--- src/rtl/uart_framer_pkg.sv ---
package uart_framer_pkg;

  localparam int FRAME_MAX = 12;

  typedef struct packed {
    logic odd;
    logic par_en;
    logic two_stop;
    logic len8;
  } line_fmt_t;

  function automatic line_fmt_t decode_fmt(input logic [7:0] c);
    line_fmt_t f;
    f.len8     = c[0];
    f.two_stop = c[1];
    f.par_en   = c[2];
    f.odd      = c[4];
    return f;
  endfunction

  function automatic logic [3:0] data_len(input line_fmt_t f);
    return f.len8 ? 4'd8 : 4'd7;
  endfunction

  function automatic logic [7:0] mask_data(input logic [7:0] d, input line_fmt_t f);
    return f.len8 ? d : {1'b0, d[6:0]};
  endfunction

  // even: total ones even, odd: total ones odd
  function automatic logic calc_parity(input logic [7:0] d, input line_fmt_t f);
    return (^mask_data(d, f)) ^ f.odd;
  endfunction

  function automatic logic [3:0] frame_len(input line_fmt_t f);
    return 4'd1 + data_len(f) + {3'd0, f.par_en} + (f.two_stop ? 4'd2 : 4'd1);
  endfunction

  function automatic logic [FRAME_MAX-1:0] build_frame(input logic [7:0] d, input line_fmt_t f);
    logic [FRAME_MAX-1:0] fr;
    int n;
    n = int'(data_len(f));
    fr = '1;
    fr[0] = 1'b0;
    for (int i = 0; i < 8; i++)
      if (i < n) fr[i+1] = d[i];
    if (f.par_en) fr[n+1] = calc_parity(d, f);
    return fr;
  endfunction

endpackage

--- src/rtl/uart_baud_tick.sv ---
module uart_baud_tick #(
  parameter int DIV_W = 16
) (
  input  logic             clk,
  input  logic             rst_n,
  input  logic [DIV_W-1:0] divisor,
  output logic             tick
);
  logic [DIV_W-1:0] cnt;

  assign tick = (cnt >= divisor);

  always_ff @(posedge clk or negedge rst_n) begin
    if (!rst_n) cnt <= '0;
    else if (tick) cnt <= '0;
    else cnt <= cnt + 1'b1;
  end

  a_r2_tick_gap: assert property (@(posedge clk) disable iff (!rst_n)
    tick && divisor != '0 |=> !tick || divisor == '0);
endmodule

--- src/rtl/uart_tx_engine.sv ---
module uart_tx_engine
  import uart_framer_pkg::*;
(
  input  logic      clk,
  input  logic      rst_n,
  input  logic      tick,
  input  line_fmt_t fmt,
  input  logic [7:0] tx_data,
  input  logic      tx_valid,
  output logic      tx_ready,
  output logic      tx_idle,
  output logic      tx_line
);
  localparam int TC_W = 4;

  logic                 hold_v;
  logic [7:0]           hold_d;
  logic                 busy;
  logic [FRAME_MAX-1:0] shreg;
  logic [3:0]           bit_no;
  logic [TC_W-1:0]      tcnt;
  logic                 load;
  logic                 bit_end;
  logic [3:0]           flen;

  assign flen     = frame_len(fmt);
  assign load     = !busy && hold_v && tick;
  assign bit_end  = busy && tick && (tcnt == '1);
  assign tx_ready = !hold_v;
  assign tx_idle  = !busy && !hold_v;
  assign tx_line  = busy ? shreg[0] : 1'b1;

  always_ff @(posedge clk or negedge rst_n) begin
    if (!rst_n) begin
      hold_v <= 1'b0;
      hold_d <= '0;
      busy   <= 1'b0;
      shreg  <= '1;
      bit_no <= '0;
      tcnt   <= '0;
    end else begin
      if (tx_valid && tx_ready) begin
        hold_v <= 1'b1;
        hold_d <= tx_data;
      end else if (load) begin
        hold_v <= 1'b0;
      end
      if (load) begin
        busy   <= 1'b1;
        shreg  <= build_frame(hold_d, fmt);
        bit_no <= '0;
        tcnt   <= '0;
      end else if (busy && tick) begin
        tcnt <= tcnt + 1'b1;
        if (bit_end) begin
          shreg  <= {1'b1, shreg[FRAME_MAX-1:1]};
          bit_no <= bit_no + 1'b1;
          if (bit_no == flen - 4'd1) busy <= 1'b0;
        end
      end
    end
  end

  a_r6_accept_fills: assert property (@(posedge clk) disable iff (!rst_n)
    tx_valid && tx_ready |=> !tx_ready);
  a_r6_idle_line_high: assert property (@(posedge clk) disable iff (!rst_n)
    tx_idle |-> tx_line);
  a_r3_line_moves_on_tick: assert property (@(posedge clk) disable iff (!rst_n)
    !tick |=> $stable(tx_line));
endmodule

--- src/rtl/uart_rx_engine.sv ---
module uart_rx_engine
  import uart_framer_pkg::*;
(
  input  logic       clk,
  input  logic       rst_n,
  input  logic       tick,
  input  line_fmt_t  fmt,
  input  logic       rx_line,
  output logic [7:0] rx_data,
  output logic       rx_valid,
  input  logic       rx_ready,
  output logic       rx_perr,
  output logic       rx_ferr,
  output logic       rx_oerr
);
  typedef enum logic [1:0] {RX_IDLE, RX_START, RX_BITS} rx_state_t;

  rx_state_t  st;
  logic       s1, line, line_d;
  logic [3:0] tcnt;
  logic [3:0] idx;
  logic [9:0] recv;
  logic [3:0] stop_idx;
  logic       sample_now;
  logic       byte_done;
  logic [7:0] got_data;
  logic       got_par;

  assign stop_idx   = data_len(fmt) + {3'd0, fmt.par_en};
  assign sample_now = (st == RX_BITS) && tick && (tcnt == 4'd15);
  assign byte_done  = sample_now && (idx == stop_idx);
  assign got_data   = mask_data(recv[7:0], fmt);
  assign got_par    = fmt.len8 ? recv[8] : recv[7];

  always_ff @(posedge clk or negedge rst_n) begin
    if (!rst_n) begin
      s1 <= 1'b1; line <= 1'b1; line_d <= 1'b1;
      st <= RX_IDLE; tcnt <= '0; idx <= '0; recv <= '0;
      rx_valid <= 1'b0; rx_data <= '0;
      rx_perr <= 1'b0; rx_ferr <= 1'b0; rx_oerr <= 1'b0;
    end else begin
      s1     <= rx_line;
      line   <= s1;
      line_d <= line;
      case (st)
        RX_IDLE:
          if (line_d && !line) begin
            st   <= RX_START;
            tcnt <= '0;
          end
        RX_START:
          if (tick) begin
            if (tcnt == 4'd7) begin
              if (!line) begin
                st   <= RX_BITS;
                tcnt <= '0;
                idx  <= '0;
              end else begin
                st <= RX_IDLE;
              end
            end else begin
              tcnt <= tcnt + 1'b1;
            end
          end
        default:
          if (tick) begin
            tcnt <= tcnt + 1'b1;
            if (sample_now) begin
              recv[idx] <= line;
              idx       <= idx + 1'b1;
              if (byte_done) st <= RX_IDLE;
            end
          end
      endcase
      if (byte_done) begin
        rx_valid <= 1'b1;
        rx_data  <= got_data;
        rx_perr  <= fmt.par_en && (got_par != calc_parity(got_data, fmt));
        rx_ferr  <= !line;
        rx_oerr  <= rx_valid && !rx_ready;
      end else if (rx_ready) begin
        rx_valid <= 1'b0;
      end
    end
  end

  a_r7_valid_held: assert property (@(posedge clk) disable iff (!rst_n)
    rx_valid && !rx_ready |=> rx_valid);
  a_r10_overrun_flag: assert property (@(posedge clk) disable iff (!rst_n)
    byte_done && rx_valid && !rx_ready |=> rx_oerr && rx_valid);
  a_r9_low_stop_flagged: assert property (@(posedge clk) disable iff (!rst_n)
    byte_done && !line |=> rx_ferr && rx_valid);
endmodule

--- src/rtl/uart_framer.sv ---
module uart_framer
  import uart_framer_pkg::*;
#(
  parameter int DIV_W = 16
) (
  input  logic             clk,
  input  logic             rst_n,
  input  logic [DIV_W-1:0] divisor,
  input  logic [7:0]       fmt_cfg,
  input  logic [7:0]       tx_data,
  input  logic             tx_valid,
  output logic             tx_ready,
  output logic             tx_idle,
  output logic             tx_line,
  input  logic             rx_line,
  output logic [7:0]       rx_data,
  output logic             rx_valid,
  input  logic             rx_ready,
  output logic             rx_perr,
  output logic             rx_ferr,
  output logic             rx_oerr
);
  logic      tick;
  line_fmt_t fmt;
  logic      cfg_unused_bits;

  assign fmt             = decode_fmt(fmt_cfg);
  assign cfg_unused_bits = ^{fmt_cfg[7:5], fmt_cfg[3]};

  uart_baud_tick #(.DIV_W(DIV_W)) u_tick (
    .clk(clk), .rst_n(rst_n), .divisor(divisor), .tick(tick)
  );

  uart_tx_engine u_tx (
    .clk(clk), .rst_n(rst_n), .tick(tick), .fmt(fmt),
    .tx_data(tx_data), .tx_valid(tx_valid), .tx_ready(tx_ready),
    .tx_idle(tx_idle), .tx_line(tx_line)
  );

  uart_rx_engine u_rx (
    .clk(clk), .rst_n(rst_n), .tick(tick), .fmt(fmt), .rx_line(rx_line),
    .rx_data(rx_data), .rx_valid(rx_valid), .rx_ready(rx_ready),
    .rx_perr(rx_perr), .rx_ferr(rx_ferr), .rx_oerr(rx_oerr)
  );
endmodule

--- config.mk ---
export PLATFORM = sky130hd
export DESIGN_NAME = uart_framer
export DESIGN_NICKNAME = d
export VERILOG_FILES = /design/src/rtl/uart_framer_pkg.sv /design/src/rtl/uart_baud_tick.sv /design/src/rtl/uart_tx_engine.sv /design/src/rtl/uart_rx_engine.sv /design/src/rtl/uart_framer.sv
export SDC_FILE = /design/constraint.sdc
export NUM_CORES = 1
export LEC_CHECK = 0
export CORE_UTILIZATION = 50
export DETAILED_ROUTE_END_ITERATION = 6
export PLACE_DENSITY = 0.76
export SYNTH_ARGS = -nofsm -noshare
export SYNTH_HDL_FRONTEND = slang
export SYNTH_SLANG_ARGS = --single-unit
export TNS_END_PERCENT = 5
--- constraint.sdc ---
create_clock -name clk -period 3.1 [get_ports clk]
set_input_delay 0.31 -clock clk [delete_from_list [all_inputs] [get_ports clk]]
set_output_delay 0.31 -clock clk [all_outputs]
set_load 0.02 [all_outputs]
# == After elaboration in Yosys (flattened, before gate mapping) ==
# Index checks and enable logic that the tools add are counted.
# totals
n_memories,0
reg_bits,81
ram_bits,0
romBits,0
latch_bits,0
# classes
div_mod_pow,0
n_shift,0
bitwise,4
reduce_logical,37
eq_ne,13
n_lt_le_gt_ge,13
mux,66
n_addsub,11
n_mul,0
# op_table
op,n
$mux 4,15
$mux 12,4
$ge 32x1->1 const B,1
$lt 32x6->1 const B,1
$mux 1,28
$mux 8,3
$add 16x1->16 const B,1
$add 4x1->4 const B,4
$ge 16x16->1,1
$lt 3x4->1 const A,4
$mux 16,1
$mux 2,8
$pmux 4 s2,2
$reduce_xor 8->1,2
$logic_and 1x1->1,14
$reduce_bool 2->1,7
$bwmux 12,1
$bwmux 10,1
$add 4x1->4,2
$demux 1 s4,2
$eq 4x4->1,2
$eq 4x4->1 const B,2
$lt 1x4->1 const A,2
$lt 2x4->1 const A,2
25 further kinds,34

# == Depth between registers and ports, before layout ==
# Gate-level depths: netlist (run 1).
# depth
depth_word,10
mapped_depth,10
depth_no_buf,8

# == By module ==
# A second synthesis (run 1) with hierarchy kept.
# unflattened
hier_cells,422
hier_area_um2,4488.1
# by_module_without_submodules
mod,seq_area_each_um2,instances,area_each_um2,cells_per_inst
uart_rx_engine,854.6,1,1746.7,147
uart_tx_engine,713.2,1,1481.4,145
uart_baud_tick,400.4,1,1260.0,130

# == Worst setup path before layout (run 1) ==
# OpenSTA, ideal clock, no wires.
# synth_timing
kind,flip-flop to flip-flop
startpoint,reg u_tick.cnt[15]
endpoint,reg u_rx.rx_data[1]
path_slack_ns,0.212
setup_ns,0.127
path_buffers,2
stages_incl_launch_ff,10
arrival_time_ns,2.761
period_less_slack_ns,2.888
path_cell_list,dfrtp_1 ha_1 nand4_1 or4_1 o32a_1 and2_1 buf_2 nor4_4 buf_6 mux2_1
# synth_between
elab_chain_len,4
# synth_lines
item,line,source
start: declaration,uart_baud_tick.sv:9,logic [DIV_W-1:0] cnt;
start signal: assignment,uart_baud_tick.sv:16,else cnt <= cnt + 1'b1;
$ge 16x16->1,uart_baud_tick.sv:11,assign tick = (cnt >= divisor);
$logic_and 1x1->1 (2 in series),uart_rx_engine.sv:30,assign sample_now = (st == RX_BITS) && tick && (tcnt == 4'd15);
$logic_and 1x1->1,uart_rx_engine.sv:31,assign byte_done = sample_now && (idx == stop_idx);
end signal: assignment,uart_rx_engine.sv:77,rx_data <= got_data;
end: declaration,uart_rx_engine.sv:9,"output logic [7:0] rx_data,"
# Every way passes these cells.
# A chain may end at the register's enable or synchronous reset.

# == Worst setup path after layout (run 1) ==
# layout_timing
startpoint,in divisor[13]
endpoint,reg u_rx.tcnt[0]
# layout_between
elab_chain_len,3
word_cells_on_any_way,4
cone_classes,order compare: 1; eq/ne: 1; reduce/logical: 2
# layout_lines
item,line,source
start: declaration,uart_framer.sv:8,"input logic [DIV_W-1:0] divisor,"
$ge 16x16->1 (*),uart_baud_tick.sv:11,
$ne 2x1->1 (no line) / $reduce_bool 2->1 (equally long branches),--,
$reduce_and 4->1 (no line) (*),--,
end signal: assignment,uart_rx_engine.sv:62,tcnt <= tcnt + 1'b1;
end signal: assignment,uart_rx_engine.sv:67,tcnt <= tcnt + 1'b1;
end: declaration,uart_rx_engine.sv:20,logic [3:0] tcnt;
# Every way passes the cells marked *; elsewhere a longest branch is shown, timed or not.

==> flow_summary.yaml, run 1 <==
drt:
  viasPerCell: 5.414
  finalWirelength_um: 8037
  first_pass_iters: 4
  drtIter0Drc: 129
  via_count: 3124
  wl_per_cell_um: 13.93
  ant_nets: 0
  drt_drc_violations_left: 0
clock_network:
  cts_hold_buf: 0
  clk_latency_ns: 0.36
  cts_resized: 0
  htreeDepth: 3
  clockRootBuffer: "clkbuf_8"
  clk_pin_slew_ns: 0.08
  post_cts_buffers: 0
  clk_path_buf_depth: 2
  cts.sinks: 78
  cts_tree: "done"
  cts_buffers: 9
timing:
  period_share: 0.9461
  clock_skew_ns: 0.01036
  rsz0062_at_grt: "false"
  hold_violations: 0
  slew_headroom: 0.3724
  clock.fmax_ghz: 0.3410
  worst_pin_slew_ns: 0.9415
  slew_viol_final: 0
  setup_viol: 0
  worst_slack_ns: 0.1672
  period_minus_slack_ns: 2.933
global_route:
  grt_pass1_vias: 3223
  grt_max_degree: 79
  grt_pass1_wl_um: 14480
  grt_overflow: 0
  antenna_found_initial: 0
  globalRouteTotalUtil: 0.2105
job:
  max_cap_violations: 0
power_and_ir_drop:
  p_sw_frac: 0.3113
  pwr-share-seq: 0.449
  vdd_drop_max_mv: 0.5148
  pwr-share-comb: 0.297
  total_power_uw: 3339
  p_clk_frac: 0.254
  p_switching_uw: 1039
  power.internal_uw: 2300
  p_leak_uw: 0.002335
  powerDensity_nw_per_um2: 646.8
floorplan:
  die_width_um: 94.01
  ios: 52
  initial_core_util: 0.5152
  die_h_um: 94.01
  dieArea_um2: 8838
  num_rows: 33
  core_area_um2: 8217
finish:
  stdcell_count: 577
  drive_gt1_frac: 0.1631
  area_delta_synth_final_pct: 21.96
  mostFrequentLayoutCell: "dfrtp_1"
  fillCellCount: 658
  final_cell_mix: "65 x dfrtp_1, 46 x clkdlybuf4s50_1, 27 x inv_1, 27 x nor2_1, 27 x nand2_1"
  postLayoutCoreUtil: 0.6283
  nets: 532
  n_antenna_cell: 0
critical_path:
  critical_path_class: "input port to flip-flop"
  r2r_cells: 8
  start_kind: "input port"
  cp-end-kind: "flip-flop"
  crit_arrival_ns: 3.17
  crit_required_ns: 3.34
  worstPathMaxFanout: 9
logic_synthesis:
  synth_top_area_frac: 0.3843
  muxShareOfSynthArea: 0.08188
  syn-num-nets: 467
  synth_xor_area_frac: 0.06621
  ys_top_cells_by_area: "dfrtp_1 38%, dfstp_2 8.1%, ha_1 7.7%"
  synth-seq-cells: 78
  syn_area_um2: 4233
  synth.avg_cell_area_um2: 10.53
  synth-compound-area-share: 0.1067
  synth_top_family_by_area: "simple AND/OR/NAND/NOR gates"
  synth_cells: 402
  synth-adder-area-share: 0.08631
  synthSimpleGateAreaFrac: 0.1552
  synth-seq-area-share: 0.4650
  ys_warn_count: 0
  yosysUniqueCellTypes: 45
  synth.largest_area_cell: "dfrtp_1"
placed_design:
  dp.final_hpwl_um: 5876
  pre_cts_ws_ns: -0.2645
  place_inst: 561
  io_buffers: 47
  gp_congestion: 0.7800
outcome:
  outcome: "finished, final reports clean"
min_path:
  hp-class: "input port to asynchronous set/reset pin"
Yosys cell counts:
master and count:
mux2_2 23, o31ai_1 2, nand2_1 27, nand3_1 9
and4_1 2, or4_1 1, xor2_1 12, or3_1 3
o311ai_0 1, ha_1 26, nor2_1 27, dfrtp_1 65
nor2b_1 9, mux2i_1 2, clkbuf_1 7, a22o_1 6
o21a_1 2, a22oi_1 1, a2bb2oi_1 6, and3_1 7
and2_1 3, dfstp_2 13, nand4_1 10, xnor2_1 20
buf_1 4, a211o_1 1, a221o_1 1, or2_2 2
nand2b_1 6, a21oi_1 20, o21ai_0 16, buf_6 1
nor3b_1 4, o2bb2ai_1 1, a32o_1 2, nor4_4 1
nand4b_1 6, inv_1 27, fa_1 2, buf_2 2
o22ai_1 7, mux2_1 6, o32a_1 2, a2111oi_0 1
nor3_1 6
path summary, 6_finish.rpt:
| check | from | slack [ns] | end |
|---|---|---|---|
| setup / recovery | divisor[13] | 0.17 | u_rx.tcnt[0]$_DFFE_PN0P_ |
| hold / removal | rst_n | 0.09 | u_rx.rx_data[2]$_DFFE_PN0P_ |
| setup reg to reg | u_tick.cnt[13]$_DFF_PN0_ | 0.19 | u_rx.tcnt[0]$_DFFE_PN0P_ |
| hold reg to reg | u_rx.s1$_DFF_PN1_ | 0.36 | u_rx.line$_DFF_PN1_ |
| max in group asynchronous | rst_n | 2.40 | u_tx.hold_d[2]$_DFFE_PN0P_ |
| min in group clk | u_rx.s1$_DFF_PN1_ | 0.36 | u_rx.line$_DFF_PN1_ |
per-stage QoR:
stage	hold slack, ns	area (um^2)	setup TNS (ns)
global route	0.1765	5162	0
floorplan	0.01441	4233	0
global placement	0.3462	4940	-2.187
finish	0.08904	5162	0
detailed placement	0.3495	4940	-3.158
CTS	0.1311	5162	0
layout make-up:
| cell class | instances | area [um^2] | share of cell area |
|---|---|---|---|
| Clock buffer | 10 | 137.6 | 0.02666 |
| Clock inverter | 6 | 85.08 | 0.01648 |
| Sequential cell | 78 | 1968 | 0.3812 |
| Multi-Input combinational cell | 283 | 2101 | 0.4069 |
| Timing Repair Buffer | 68 | 638.1 | 0.1236 |
| Tap cell | 105 | 131.4 | 0.02545 |
| Inverter | 27 | 101.3 | 0.01963 |
cell families after synthesis:
family	after synthesis
compound gates	69
xor+xnor	32
fa+ha+maj	28
buf+inv	41
flops	78
mux	31
simple gates	123
routing by layer:
metal	share of wire	wire length (um)	up-vias	track usage
li1	-	-	1541	-
met1	0.46	3714	1527	0.2596
met2	0.50	3999	45	0.3668
met3	0.026	209	11	0.03155
met4	0.014	114	0	0.08718
met5	0	0	-	0
state kept, by name, indices dropped and copies added, names as in the netlist:
name,flops
u_tick.cnt,16
u_tx.shreg,10
u_rx.recv,9
u_rx.rx_data,8
u_tx.hold_d,8
u_rx.idx,4
u_rx.tcnt,4
u_tx.bit_no,4
u_tx.tcnt,4
u_rx.st,2
u_rx.line,1
u_rx.line_d,1
u_rx.rx_ferr,1
u_rx.rx_oerr,1
u_rx.rx_perr,1
u_rx.rx_valid,1
u_rx.s1,1
u_tx.busy,1
u_tx.hold_v,1
power groups by stage:
stage	Combinational [uW]	Clock, uW	Sequential (uW)
floorplan	753	0	1450
global placement	955	0	1500
detailed placement	999	0	1520
CTS	1010	867	1500
global route	1130	912	1540
finish	991	848	1500
worst max-delay path, stage by stage:
cell and delay [ns]:
clkdlybuf4s50_1 0.45, inv_1 0.04, ha_1 0.29, nand4_1 0.16
or4_1 0.56, o32a_1 0.34, and2_1 0.22, buf_4 0.19
a21oi_1 0.24, mux2_2 0.36
Power figures use the tool's default switching activity.
==> run 2: changes to the inputs <==
CORE_UTILIZATION = 52   (was 50)
CTS_BUF_LIST = sky130_fd_sc_hd__clkbuf_4 sky130_fd_sc_hd__clkbuf_8   (was unset)
GPL_ROUTABILITY_DRIVEN = 0   (was unset)
PLACE_DENSITY = 0.78   (was 0.76)
REMOVE_ABC_BUFFERS = 1   (was unset)
==> flow_summary.yaml, run 2 (same netlist as run 1, synthesis figures left out) <==
critical_path:
  path_cells: "clkdlybuf4s50_1 -> inv_1 -> ha_1 -> nand4_1 -> or4_1 -> o32a_1 -> and2_1 -> nor4_4 -> buf_4 -> mux2_1"
  slowest_stage: "or4_1"
  critical_path_class: "input port to flip-flop"
  worstPathMaxFanout: 5
  crit_arrival_ns: 3.22
  start_kind: "input port"
  slowest_delay_ns: 0.53
  crit_required_ns: 3.33
  cp-end-kind: "flip-flop"
clock_network:
  cts_tree: "done"
  htreeDepth: 3
  clockRootBuffer: "clkbuf_8"
  post_cts_buffers: 0
  clk_latency_ns: 0.35
  clk_path_buf_depth: 2
  clk_pin_slew_ns: 0.07
  cts.sinks: 78
  cts_buffers: 9
outcome:
  outcome: "finished, final reports clean"
power_and_ir_drop:
  p_sw_frac: 0.2996
  pwr-share-comb: 0.289
  total_power_uw: 3388
  p_leak_uw: 0.002321
  vdd_drop_max_mv: 0.3422
  power.internal_uw: 2373
  pwr-share-seq: 0.442
  p_clk_frac: 0.269
  powerDensity_nw_per_um2: 661.2
  p_switching_uw: 1015
timing:
  period_minus_slack_ns: 2.995
  clock.fmax_ghz: 0.3339
  clock_skew_ns: 0.009523
  worst_pin_slew_ns: 0.9592
  tns_ns: 0
  slew_viol_final: 0
  setup_viol: 0
  slew_headroom: 0.3605
  period_share: 0.9662
  hold_violations: 0
  worst_slack_ns: 0.1049
  rsz0062_at_grt: "false"
finish:
  n_antenna_cell: 0
  drive_gt1_frac: 0.1524
  nets: 526
  largestRegisters: "u_tick.cnt (16), u_tx.shreg (10), u_rx.recv (9)"
  largest_reg_flops: 16
  final_cell_area_um2: 5124
  regMostFlops: "u_tick.cnt"
  fillCellCount: 606
  stdcell_count: 568
  final_cell_mix: "65 x dfrtp_1, 46 x clkdlybuf4s50_1, 27 x inv_1, 27 x nor2_1, 27 x nand2_1"
  mostFrequentLayoutCell: "dfrtp_1"
  area_delta_synth_final_pct: 21.05
floorplan:
  dieArea_um2: 8505
  num_rows: 32
  ios: 52
  die_width_um: 92.22
  die_h_um: 92.22
  core_area_um2: 7807
  initial_core_util: 0.5421
global_route:
  grt_overflow: 0
  grt_max_degree: 79
  globalRouteTotalUtil: 0.2098
  grt_pass1_vias: 3139
  antenna_found_initial: 0
  grt_pass1_wl_um: 14180
placed_design:
  pre_cts_ws_ns: -0.2610
  placed_area_um2: 4878
  place_inst: 552
  io_buffers: 47
  dp.final_hpwl_um: 5846
min_path:
  hp-class: "input port to asynchronous set/reset pin"
drt:
  wl_per_cell_um: 14.17
  finalWirelength_um: 8046
  drt_drc_violations_left: 0
  first_pass_iters: 4
  via_count: 3119
  ant_nets: 0
  viasPerCell: 5.491
  drtIter0Drc: 143
job:
  max_cap_violations: 0
run 2: final timing paths:
check	from	to	slack, ns	cells after the start
max in group asynchronous	rst_n	u_rx.rx_perr$_DFFE_PN0P_	2.36	1
min reg2reg	u_rx.s1$_DFF_PN1_	u_rx.line$_DFF_PN1_	0.36	0
min in group clk	u_rx.s1$_DFF_PN1_	u_rx.line$_DFF_PN1_	0.36	0
max reg2reg	u_tick.cnt[9]$_DFF_PN0_	u_rx.rx_data[6]$_DFFE_PN0P_	0.14	8
max	divisor[15]	u_rx.rx_data[6]$_DFFE_PN0P_	0.10	10
min	rst_n	u_tick.cnt[13]$_DFF_PN0_	0.11	1
run 2: final cells by class:
cell class / count / area [um^2] / share of cell area
inverter: 27 / 101.3 / 0.01978
tap: 102 / 127.6 / 0.02491
clock inverter: 4 / 95.09 / 0.01856
sequential: 78 / 1968 / 0.3841
clock buffer: 12 / 146.4 / 0.02857
timing repair buffer: 62 / 584.3 / 0.1140
multi-input combinational: 283 / 2101 / 0.4100
run 2: power groups by stage:
stage	logic, uW	registers (uW)	clock network, uW
finish	979	1500	913
global route	1120	1530	974
CTS	988	1500	938
detailed placement	979	1520	0
global placement	946	1500	0
floorplan	737	1460	0
run 2: per-layer routing:
layer  share of wire  vias up  global-route usage
li1                -     1527                   -
met1            0.46     1533              0.2672
met2            0.50       51              0.3563
met3           0.036        8             0.05804
met4          0.0078        0             0.04557
met5               0        -                   0
run 2: worst max-delay path, delay by kind of cell:
family                     cells  cell delay (ns)
and+or+nand+nor                4             1.25
buffers and inverters          3             0.72
AOI/OAI and AO/OA              1             0.32
muxes                          1             0.32
adders and majority gates      1             0.30
run 2: per-stage QoR:
| stage | hold slack, ns | util |
|---|---|---|
| final | 0.1102 | 0.6563 |
| after global routing | 0.1929 | 0.6563 |
| after CTS | 0.1466 | 0.6558 |
| after detailed placement | 0.3488 | 0.6248 |
| after global placement | 0.3470 | 0.6248 |
| after floorplan | 0.01441 | - |
run 2: what timing repair did:
item | CTS | global route
hold buffers | 0 | 0
hold endpoints to repair | 0 | 0
setup endpoints to repair | 0 | 1
gates resized for setup | 0 | 1
==> run 3: changes to the inputs <==
TNS_END_PERCENT = 10   (was 5)
==> results of run 3 <==
Same layout as run 2: the final DEF is identical, and so are final timing and power.
